[config.mk]
export PLATFORM = sky130hd
export DESIGN_NAME = burst2_sram_core
export DESIGN_NICKNAME = d
export VERILOG_FILES = /design/src/rtl/burst2_pkg.sv /design/src/rtl/burst2_cmd_fsm.sv /design/src/rtl/burst2_array.sv /design/src/rtl/burst2_wr_post.sv /design/src/rtl/burst2_sram_core.sv
export SDC_FILE = /design/constraint.sdc
export NUM_CORES = 2
export LEC_CHECK = 0
export ABC_AREA = 1
export BUFFER_PORTS_ARGS = -buffer_cell sky130_fd_sc_hd__buf_2
export CAP_MARGIN = 20
export CORE_MARGIN = 2
export CORE_UTILIZATION = 45
export CTS_BUF_LIST = sky130_fd_sc_hd__clkbuf_16
export CTS_CLUSTER_DIAMETER = 80
export DETAILED_ROUTE_END_ITERATION = 16
export GPL_ROUTABILITY_DRIVEN = 0
export SETUP_SLACK_MARGIN = 0.02
export SKIP_LAST_GASP = 1
export SYNTH_ARGS = -nofsm -noshare
export SYNTH_HDL_FRONTEND = slang
export SYNTH_HIERARCHICAL = 1
export SYNTH_SLANG_ARGS = --single-unit
export TNS_END_PERCENT = 100
[constraint.sdc]
create_clock -name clk -period 2.55 [get_ports clk]
set_clock_uncertainty 0.05 [all_clocks]
set_input_delay 0.3825 -clock clk [delete_from_list [all_inputs] [get_ports clk]]
set_output_delay 0.3825 -clock clk [all_outputs]
set_load 0.02 [all_outputs]
[src/rtl/burst2_pkg.sv]
`timescale 1ns/1ps
package burst2_pkg;

    typedef enum logic [1:0] {
        ST_NOP   = 2'd0,
        ST_READ  = 2'd1,
        ST_WRITE = 2'd2
    } bus_state_e;

    // Decode of the sampled command pins into the next bus-cycle state.
    function automatic bus_state_e decode_cmd(input logic load_n, input logic rw);
        if (load_n)
            return ST_NOP;
        else if (rw)
            return ST_READ;
        else
            return ST_WRITE;
    endfunction

endpackage

[src/rtl/burst2_cmd_fsm.sv]
`timescale 1ns/1ps
module burst2_cmd_fsm
    import burst2_pkg::*;
#(
    parameter int ADDR_W = 6,
    parameter bit NARROW = 1'b0
) (
    input  logic              clk,
    input  logic              rst_n,
    input  logic              load_n,
    input  logic              rw,
    input  logic [ADDR_W-1:0] addr,
    output bus_state_e        state,
    output logic [ADDR_W-1:0] base_addr,
    output logic              wr_capture,
    output logic              rd_launch
);

    bus_state_e        nxt_state;
    logic [ADDR_W-1:0] start_addr;

    generate
        if (NARROW) begin : g_narrow
            assign start_addr = {addr[ADDR_W-1:1], 1'b0};
        end else begin : g_full
            assign start_addr = addr;
        end
    endgenerate

    // Next-state logic
    always_comb begin
        nxt_state = ST_NOP;
        unique case (state)
            ST_NOP:   nxt_state = decode_cmd(load_n, rw);
            ST_READ:  nxt_state = decode_cmd(load_n, rw);
            ST_WRITE: nxt_state = decode_cmd(load_n, rw);
            default:  nxt_state = ST_NOP;
        endcase
    end

    // State register and command address
    always_ff @(posedge clk) begin
        if (!rst_n) begin
            state     <= ST_NOP;
            base_addr <= '0;
        end else begin
            state <= nxt_state;
            if (!load_n)
                base_addr <= start_addr;
        end
    end

    // Outputs per state
    always_comb begin
        wr_capture = 1'b0;
        rd_launch  = 1'b0;
        unique case (state)
            ST_NOP:   ;
            ST_READ:  rd_launch  = 1'b1;
            ST_WRITE: wr_capture = 1'b1;
            default:  ;
        endcase
    end

    // a no-operation cycle leaves the captured address untouched
    assert_nop_addr_hold_R1: assert property (@(posedge clk) disable iff (!rst_n)
        load_n |=> $stable(base_addr));

    generate
        if (NARROW) begin : g_narrow_chk
            // narrow variant always starts on an even word
            assert_narrow_even_R9: assert property (@(posedge clk) disable iff (!rst_n)
                (state != ST_NOP) |-> (base_addr[0] == 1'b0));
        end
    endgenerate

endmodule

[src/rtl/burst2_array.sv]
`timescale 1ns/1ps
module burst2_array #(
    parameter int ADDR_W = 6,
    parameter int LANES  = 2,
    parameter int LANE_W = 9
) (
    input  logic                    clk,
    input  logic                    rst_n,
    input  logic                    commit,
    input  logic [ADDR_W-1:0]       wbase,
    input  logic [LANES*LANE_W-1:0] wd0,
    input  logic [LANES*LANE_W-1:0] wd1,
    input  logic [LANES-1:0]        wm0_n,
    input  logic [LANES-1:0]        wm1_n,
    input  logic [ADDR_W-1:0]       rbase,
    output logic [LANES*LANE_W-1:0] rq0,
    output logic [LANES*LANE_W-1:0] rq1
);

    localparam int DW    = LANES * LANE_W;
    localparam int DEPTH = 1 << ADDR_W;

    logic [DW-1:0]     mem [DEPTH];
    logic [ADDR_W-1:0] wpart;
    logic [ADDR_W-1:0] rpart;

    assign wpart = {wbase[ADDR_W-1:1], ~wbase[0]};
    assign rpart = {rbase[ADDR_W-1:1], ~rbase[0]};

    always_ff @(posedge clk) begin
        if (!rst_n) begin
            for (int w = 0; w < DEPTH; w++)
                mem[w] <= '0;
        end else if (commit) begin
            for (int l = 0; l < LANES; l++) begin
                if (!wm0_n[l])
                    mem[wbase][l*LANE_W +: LANE_W] <= wd0[l*LANE_W +: LANE_W];
                if (!wm1_n[l])
                    mem[wpart][l*LANE_W +: LANE_W] <= wd1[l*LANE_W +: LANE_W];
            end
        end
    end

    assign rq0 = mem[rbase];
    assign rq1 = mem[rpart];

endmodule

[src/rtl/burst2_wr_post.sv]
`timescale 1ns/1ps
module burst2_wr_post #(
    parameter int ADDR_W = 6,
    parameter int LANES  = 2,
    parameter int LANE_W = 9
) (
    input  logic                    clk,
    input  logic                    rst_n,
    input  logic                    capture,
    input  logic [ADDR_W-1:0]       cbase,
    input  logic [LANES*LANE_W-1:0] wd0,
    input  logic [LANES*LANE_W-1:0] wd1,
    input  logic [LANES-1:0]        wm0_n,
    input  logic [LANES-1:0]        wm1_n,
    input  logic [ADDR_W-1:0]       rbase,
    input  logic [LANES*LANE_W-1:0] aq0,
    input  logic [LANES*LANE_W-1:0] aq1,
    output logic                    commit,
    output logic [ADDR_W-1:0]       pbase,
    output logic [LANES*LANE_W-1:0] pd0,
    output logic [LANES*LANE_W-1:0] pd1,
    output logic [LANES-1:0]        pm0_n,
    output logic [LANES-1:0]        pm1_n,
    output logic [LANES*LANE_W-1:0] fq0,
    output logic [LANES*LANE_W-1:0] fq1
);

    logic hit_same;
    logic hit_swap;

    // Posted write: beats held for one cycle, then committed to the array
    always_ff @(posedge clk) begin
        if (!rst_n) begin
            commit <= 1'b0;
            pbase  <= '0;
            pd0    <= '0;
            pd1    <= '0;
            pm0_n  <= '1;
            pm1_n  <= '1;
        end else begin
            commit <= capture;
            if (capture) begin
                pbase <= cbase;
                pd0   <= wd0;
                pd1   <= wd1;
                pm0_n <= wm0_n;
                pm1_n <= wm1_n;
            end
        end
    end

    assign hit_same = commit && (rbase == pbase);
    assign hit_swap = commit && (rbase == {pbase[ADDR_W-1:1], ~pbase[0]});

    // Lane-wise merge of the posted write over the array words
    generate
        for (genvar l = 0; l < LANES; l++) begin : g_lane
            always_comb begin
                fq0[l*LANE_W +: LANE_W] = aq0[l*LANE_W +: LANE_W];
                fq1[l*LANE_W +: LANE_W] = aq1[l*LANE_W +: LANE_W];
                if (hit_same) begin
                    if (!pm0_n[l]) fq0[l*LANE_W +: LANE_W] = pd0[l*LANE_W +: LANE_W];
                    if (!pm1_n[l]) fq1[l*LANE_W +: LANE_W] = pd1[l*LANE_W +: LANE_W];
                end else if (hit_swap) begin
                    if (!pm1_n[l]) fq0[l*LANE_W +: LANE_W] = pd1[l*LANE_W +: LANE_W];
                    if (!pm0_n[l]) fq1[l*LANE_W +: LANE_W] = pd0[l*LANE_W +: LANE_W];
                end
            end
        end
    endgenerate

endmodule

[src/rtl/burst2_sram_core.sv]
`timescale 1ns/1ps
module burst2_sram_core
    import burst2_pkg::*;
#(
    parameter int ADDR_W = 6,
    parameter int LANES  = 2,
    parameter int LANE_W = 9,
    parameter bit NARROW = 1'b0
) (
    input  logic                    clk,
    input  logic                    rst_n,
    input  logic                    load_n,
    input  logic                    rw,
    input  logic [ADDR_W-1:0]       addr,
    input  logic [LANES*LANE_W-1:0] wdata0,
    input  logic [LANES*LANE_W-1:0] wdata1,
    input  logic [LANES-1:0]        wen0_n,
    input  logic [LANES-1:0]        wen1_n,
    output logic [LANES*LANE_W-1:0] rdata0,
    output logic [LANES*LANE_W-1:0] rdata1,
    output logic                    dq_oe
);

    localparam int DW = LANES * LANE_W;

    bus_state_e        state;
    logic [ADDR_W-1:0] base_addr;
    logic              wr_capture;
    logic              rd_launch;
    logic              commit;
    logic [ADDR_W-1:0] pbase;
    logic [DW-1:0]     pd0, pd1;
    logic [LANES-1:0]  pm0_n, pm1_n;
    logic [DW-1:0]     aq0, aq1;
    logic [DW-1:0]     fq0, fq1;

    burst2_cmd_fsm #(
        .ADDR_W (ADDR_W),
        .NARROW (NARROW)
    ) u_fsm (
        .clk        (clk),
        .rst_n      (rst_n),
        .load_n     (load_n),
        .rw         (rw),
        .addr       (addr),
        .state      (state),
        .base_addr  (base_addr),
        .wr_capture (wr_capture),
        .rd_launch  (rd_launch)
    );

    burst2_wr_post #(
        .ADDR_W (ADDR_W),
        .LANES  (LANES),
        .LANE_W (LANE_W)
    ) u_post (
        .clk     (clk),
        .rst_n   (rst_n),
        .capture (wr_capture),
        .cbase   (base_addr),
        .wd0     (wdata0),
        .wd1     (wdata1),
        .wm0_n   (wen0_n),
        .wm1_n   (wen1_n),
        .rbase   (base_addr),
        .aq0     (aq0),
        .aq1     (aq1),
        .commit  (commit),
        .pbase   (pbase),
        .pd0     (pd0),
        .pd1     (pd1),
        .pm0_n   (pm0_n),
        .pm1_n   (pm1_n),
        .fq0     (fq0),
        .fq1     (fq1)
    );

    burst2_array #(
        .ADDR_W (ADDR_W),
        .LANES  (LANES),
        .LANE_W (LANE_W)
    ) u_array (
        .clk    (clk),
        .rst_n  (rst_n),
        .commit (commit),
        .wbase  (pbase),
        .wd0    (pd0),
        .wd1    (pd1),
        .wm0_n  (pm0_n),
        .wm1_n  (pm1_n),
        .rbase  (base_addr),
        .rq0    (aq0),
        .rq1    (aq1)
    );

    // Output register: read beats and bus enable
    always_ff @(posedge clk) begin
        if (!rst_n) begin
            dq_oe  <= 1'b0;
            rdata0 <= '0;
            rdata1 <= '0;
        end else begin
            dq_oe <= rd_launch;
            if (rd_launch) begin
                rdata0 <= fq0;
                rdata1 <= fq1;
            end
        end
    end

    // a read command is followed two edges later by an enabled bus
    assert_read_drives_bus_R5: assert property (@(posedge clk) disable iff (!rst_n)
        ($past(rst_n, 2) && $past(!load_n && rw, 2)) |-> dq_oe);

    // a no-operation or write cycle releases the bus
    assert_nop_releases_bus_R6: assert property (@(posedge clk) disable iff (!rst_n)
        ($past(rst_n, 2) && $past(load_n || !rw, 2)) |-> !dq_oe);

    // read beats change only after a read command
    assert_rdata_hold_R5: assert property (@(posedge clk) disable iff (!rst_n)
        ($past(rst_n, 2) && !$past(!load_n && rw, 2)) |-> ($stable(rdata0) && $stable(rdata1)));

endmodule

### Yosys cells after proc, flatten, opt, wreduce, memory -nomap -nowiden

Memories as Yosys holds them, arrays and structs flattened. A register that Yosys moved wholly into a read port is not among the register bits.
Cells that the tools add are included.

| storage, ports and cells | value |
|---|---|
| output and inout bits | 37 |
| flip-flop bits (word level) | 92 |
| memory bits (read-only) | 0 |
| logic and storage cells | 71 |
| memories | 1 |
| input bits | 50 |
| bits in writable memories | 1,152 |
| latch bits | 0 |

Memories:

| name | depth | bits a word | rd ports | clocked after Yosys merged registers in | wr ports | RTL line | text |
|---|---|---|---|---|---|---|---|
| u_array.mem | 64 | 18 | 2 | 1 | 64 | burst2_array.sv:23 | `logic [DW-1:0] mem [DEPTH];` |

| cells by class | value |
|---|---|
| divide/modulo/power cells | 0 |
| reduce and logical (&&, ||, !) cells | 7 |
| $lt $le $gt $ge | 0 |
| bitwise gates (word level) | 4 |
| $add $sub $neg | 0 |
| multiply operators | 0 |
| multiplexer cells | 44 |
| equality and inequality tests | 4 |
| shifts and indexed selects | 0 |

Operators by type and width:

| kind | count |
|---|---|
| 2-to-1 mux 9 bit | 16 |
| 2-to-1 mux 18 bit | 2 |
| OR reduction 18 bit | 2 |
| 2-to-1 mux 6 bit | 4 |
| 2-to-1 mux 1 bit | 19 |
| equality test 6 bit | 2 |
| 2-to-1 mux 2 bit | 3 |
| OR reduction 3 bit | 2 |
| NOT 1 bit | 4 |
| equality test 2 x 1 -> 1 bit, second input constant | 1 |
| equality test 2 bit, second input constant | 1 |
| logical AND 1 bit | 2 |
| zero test 2 bit | 1 |

### Longest topological paths before layout

| logic depth | value |
|---|---|
| depth after elaboration | 6 |
| mapped depth | 21 |
| depth with buffers taken out | 17 |

### Cells and area by module

The synthesis kept the hierarchy.

By module, submodules not included:

| module | area an instance (um^2) | seq. area each (um^2) | cells each | instances |
|---|---|---|---|---|
| burst2_array | 67,099.4 | 34,593.2 | 8,241 | 1 |
| burst2_wr_post | 3,489.6 | 940.9 | 587 | 1 |
| burst2_sram_core | 1,532.7 | 740.7 | 231 | 1 |
| burst2_cmd_fsm | 286.5 | 160.2 | 37 | 1 |

### Least setup slack after synthesis

Ideal clock, no wire load.

| path | value |
|---|---|
| path kind | register to register |
| start point | reg u_fsm.base_addr[0] |
| end point | reg rdata0[15] |
| setup time | 64 ps |
| data required time | 2,436 ps |
| period minus slack after synthesis | 2,448 ps |
| buffers on the path | 4 |
| arrival time | 2,334 ps |
| cell stages (with the launch flop) | 20 |
| setup slack | 102 ps |
| path through | dfxtp_1 > buf_2 > buf_2 > buf_2 > clkbuf_1 > nand2_1 > nand3_1 > nand3_1 > nand3_1 > nand3_1 > nand2_1 > nand2_1 > nand2_1 > a21oi_1 > or2_2 > nand2_1 > inv_1 > nand2_1 > nand2_1 > nor2_1 |

| on the way | value |
|---|---|
| word-level cells in the longest chain between the ends | 4 |
| elaborated cells on any way between the ends | 6 |
| those cells by class | eq/ne (2); mux (2); reduce/logical (2) |

RTL lines:

| element | RTL line | text |
|---|---|---|
| start: declaration | burst2_cmd_fsm.sv:14 | `output logic [ADDR_W-1:0] base_addr,` |
| start signal: assignment | burst2_cmd_fsm.sv:49 | `base_addr <= start_addr;` |
| equality test 6 bit | burst2_wr_post.sv:53 | `assign hit_swap = commit && (rbase == {pbase[ADDR_W-1:1], ~pbase[0]});` |
| logical AND 1 bit | burst2_wr_post.sv:53 |  |
| 2-to-1 mux 9 bit | burst2_wr_post.sv:64 | `end else if (hit_swap) begin` |
| 2-to-1 mux 9 bit (*) | burst2_wr_post.sv:61 | `if (hit_same) begin` |
| via fq0[15] | burst2_sram_core.sv:35 | `logic [DW-1:0] fq0, fq1;` |
| end signal: assignment | burst2_sram_core.sv:105 | `rdata0 <= fq0;` |
| end: declaration | burst2_sram_core.sv:19 | `output logic [LANES*LANE_W-1:0] rdata0,` |

Mark *: on every way through the listed nets, which the timed path passes. The rest lies on a longest branch.
A chain may end at the register's enable or synchronous reset.

### Worst setup path after layout

| path | value |
|---|---|
| start point | reg u_fsm.base_addr[0] |
| end point | reg rdata1[8] |

| on the way | value |
|---|---|
| word-level cells in the longest chain between the ends | 5 |
| elaborated cells on any way between the ends | 10 |
| those cells by class | eq/ne (2); mux (4); bitwise (1); reduce/logical (2); memory (1) |

RTL lines:

| element | RTL line | text |
|---|---|---|
| NOT 1 bit (*) | burst2_array.sv:28 | `assign rpart = {rbase[ADDR_W-1:1], ~rbase[0]};` |
| memory read (64 x 18 bit) (*) | -- |  |
| via aq1[8] | burst2_sram_core.sv:34 | `logic [DW-1:0] aq0, aq1;` |
| 2-to-1 mux 9 bit | burst2_wr_post.sv:66 | `if (!pm0_n[l]) fq1[l*LANE_W +: LANE_W] = pd0[l*LANE_W +: LANE_W];` |
| 2-to-1 mux 9 bit | burst2_wr_post.sv:64 |  |
| 2-to-1 mux 9 bit (*) | burst2_wr_post.sv:61 |  |
| via fq1[8] | burst2_sram_core.sv:35 |  |
| end signal: assignment | burst2_sram_core.sv:106 | `rdata1 <= fq1;` |
| end: declaration | burst2_sram_core.sv:20 | `output logic [LANES*LANE_W-1:0] rdata1,` |

Marked as above.

==> flow_summary.ini <==
[status]
status = complete, but fails checks
violations = setup timing

[job]
maxCapViolations = 0

[setup_path]
critPathMaxFanout = 43
r2r_start = u_fsm/base_addr[0]
worstPathArrival_ns = 3.56
crit_family = simple AND/OR/NAND/NOR gates
cp-startpoint = u_fsm/base_addr[0]
max_stage_delay_ns = 0.48
slowest_stage = dfxtp_4
criticalPathCategory = reg2reg
critPathBufInv = 4
end_kind = flop
crit_required_ns = 3.24
cp_common_cell = nand2_1
start_kind = flop
crit_chain = buf_12 -> buf_16 -> buf_4 -> nand2_1 -> nand3_1 -> nand3_1 -> nand3_1 -> nand3_1 -> nand2_1 -> nand2_1 -> nand2_1 -> a21oi_1 -> or2_2 -> nand2_1 -> inv_1 -> nand2_1 -> nand2_1 -> nor2_1

[die]
dieArea_um2 = 164000
die_x_um = 405
rows = 147
die_y_um = 405
coreArea_um2 = 160000
top_level_ports = 87
start_util_pct = 45.2

[global_routing]
grt_pass1_vias = 70000
grt_overflow = 0
grt_pass1_wl_um = 443000
antenna_found_initial = 8
grt_max_degree = 83
globalRouteTotalUtil_pct = 35.9

[clock_tree]
cts_inserted_buffers = 145
clockBufferDepth = 3
cts_tree = done
cts.sinks = 1244
cts_htree_levels = 4
root_buffer = clkbuf_16
clk_pin_slew_worst_paths_ns = 0.06
clock_latency_ns = 0.81

[timing]
fin_crit_sh_pct = 112
hold_violations = 0
min_period_ns = 2.86
setup_ws_ns = -0.313
worst_slew_pin_slew_ns = 0.758
finalSetupViolCount = 36
timing.fmax_mhz = 349
slew_headroom_pct = 49.5
grt_setup_unrepaired = true
slew_violations = 0

[logic_synthesis]
ys_warn_count = 6
synthTopCellsByArea = edfxtp_1, nand3_1, nand2_1
syn-cell-area_um2 = 72400
ys_ff_latch = 1244
netlist.area_leader.share_pct = 47.8
syn_area_per_cell_um2 = 7.96
syn_inst = 9096
synth.yosys.seq_area_share_pct = 50.3
synth_top_area_cell = edfxtp_1
synth_nets = 9146
synth_cell_types = 30

[routing]
ant_nets = 0
wl_per_cell_um = 26.1
firstDrtPassIters = 8
first_iter_violations = 12000
drt-total-wl_um = 307000
drc_errors = 0
vias_per_cell = 6.50
vias = 76200

[power]
cellPowerDensity_nw_per_um2 = 614
p_leak_uw = 0.0328
vdd_drop_max_v = 0.000679
p_total_uw = 53800

[worst_hold_path]
hp-start = rst_n
hold_class = in2reg

[cells_and_area]
nets = 9500
design_area_um2 = 87600
synthToLayoutAreaGrowth_pct = 21.0
drive_above_1_share_pct = 15.0
post-route-util_pct = 54.7

[placement]
pre_cts_ws_ns = -0.419
hpwl_um = 197000
io_buffers = 86
place_area_um2 = 80700
## final timing paths
check                         end  slack (ns)  cells past startpoint
setup reg to reg        rdata1[8]       -0.31                     18
hold reg to reg    u_post/pd1[17]        0.44                      2
hold / removal    u_post/pm1_n[1]        0.03                      3
setup / recovery        rdata1[8]       -0.31                     18
## cell usage in the layout (no fill, tap or decap), types with 104 or more instances in the layout
cell type	count
a21oi_1	109
buf_12	140
buf_4	690
clkbuf_16	152
edfxtp_1	1152
inv_1	144
nand2_1	2888
nand3_1	2242
nand3_2	104
nor2_1	179
o22ai_1	1152
## synth_stat cells (all sizes together)
cell    number
nand2     2928
nand3     2348
edfxtp    1152
o22ai     1152
clkbuf     635
nor2       188
inv        179
buf        178
a21oi      114
dfxtp       92
o21ai       47
nand4       36
or2         36
nor3         6
nand3b       2
clkinv       1
xnor2        1
xor2         1
## power breakdown
part           leakage (uW)  internal, uW  switching, uW  total [uW]
registers            0.0126         22900            548       23500
clock network       0.00241         11900           9180       21100
logic                0.0178          2980           6220        9200
total                0.0328         37800          15900       53800
## stage by stage
stage	hold slack, ns	setup TNS, ns	std cells
global placement	0.427	-7.16	11400
finish	0.0253	-7.84	11700
detailed placement	0.430	-8.24	11400
CTS	0.0234	-6.12	11700
floorplan	0.401	0	9096
global route	0.0522	-11.61	11700
## cell families (layout without fill, tap and decap cells)
family	count (synthesis)	in the layout	share of synthesized area, %
buffers and inverters	993	1467	5.39
AO/OA/AOI/OAI	1313	1313	11.1
flip-flops	1244	1244	50.3
AND/OR/NAND/NOR	5544	5544	33.2
other	0	3	0
XOR/XNOR	2	2	0.0242
## layout make-up
| cell class | count | area, um^2 |
|---|---|---|
| inverters | 180 | 724 |
| diodes | 3 | 7.51 |
| clock inverters | 122 | 1120 |
| clock buffers | 145 | 3630 |
| flip-flops and latches | 1244 | 36500 |
| repair inverters | 1 | 16.3 |
| multi-input cells | 6859 | 32800 |
| fillers | 14500 | 72600 |
| repair buffers | 1019 | 10200 |
| well taps | 2160 | 2700 |
## flip-flops by register name, indices dropped and copies added (netlist names)
signal           count
u_fsm/base_addr      6
u_fsm/state          2
u_post/pd1          18
dq_oe                1
rdata1              18
u_post/pd0          18
u_post/commit        1
u_post/pm0_n         2
u_post/pbase         6
u_post/pm1_n         2
u_array/mem       1152
rdata0              18
## worst reg2reg max path, stage by stage, from the launching register on
cell and delay (ns):
dfxtp_4 0.48, buf_12 0.20, buf_16 0.22, buf_4 0.20, nand2_1 0.05, nand3_1 0.11, nand3_1 0.08, nand3_1 0.17
nand3_1 0.10, nand2_1 0.07, nand2_1 0.22, nand2_1 0.20, a21oi_1 0.09, or2_2 0.30, nand2_1 0.06, inv_1 0.04
nand2_1 0.04, nand2_1 0.05, nor2_1 0.10
## repair_timing
action	in CTS	in global routing
buffers inserted	8	9
gates resized for setup	131	84
cloned	12	8
pin swaps	10	5
setup endpoints to repair	45	117
endpoints found under the hold margin	45	0
hold buffers	46	0
## layer usage
| layer | wire [um] | part of all wire [%] | GRT usage, % |
|---|---|---|---|
| met1 | 109000 | 35 | 45.0 |
| met2 | 137000 | 45 | 55.7 |
| met5 | 56 | 0.018 | 0 |
| met4 | 23000 | 7.5 | 23.6 |
| met3 | 38300 | 12 | 8.28 |
No activity file was read; power rests on OpenSTA's default activity.
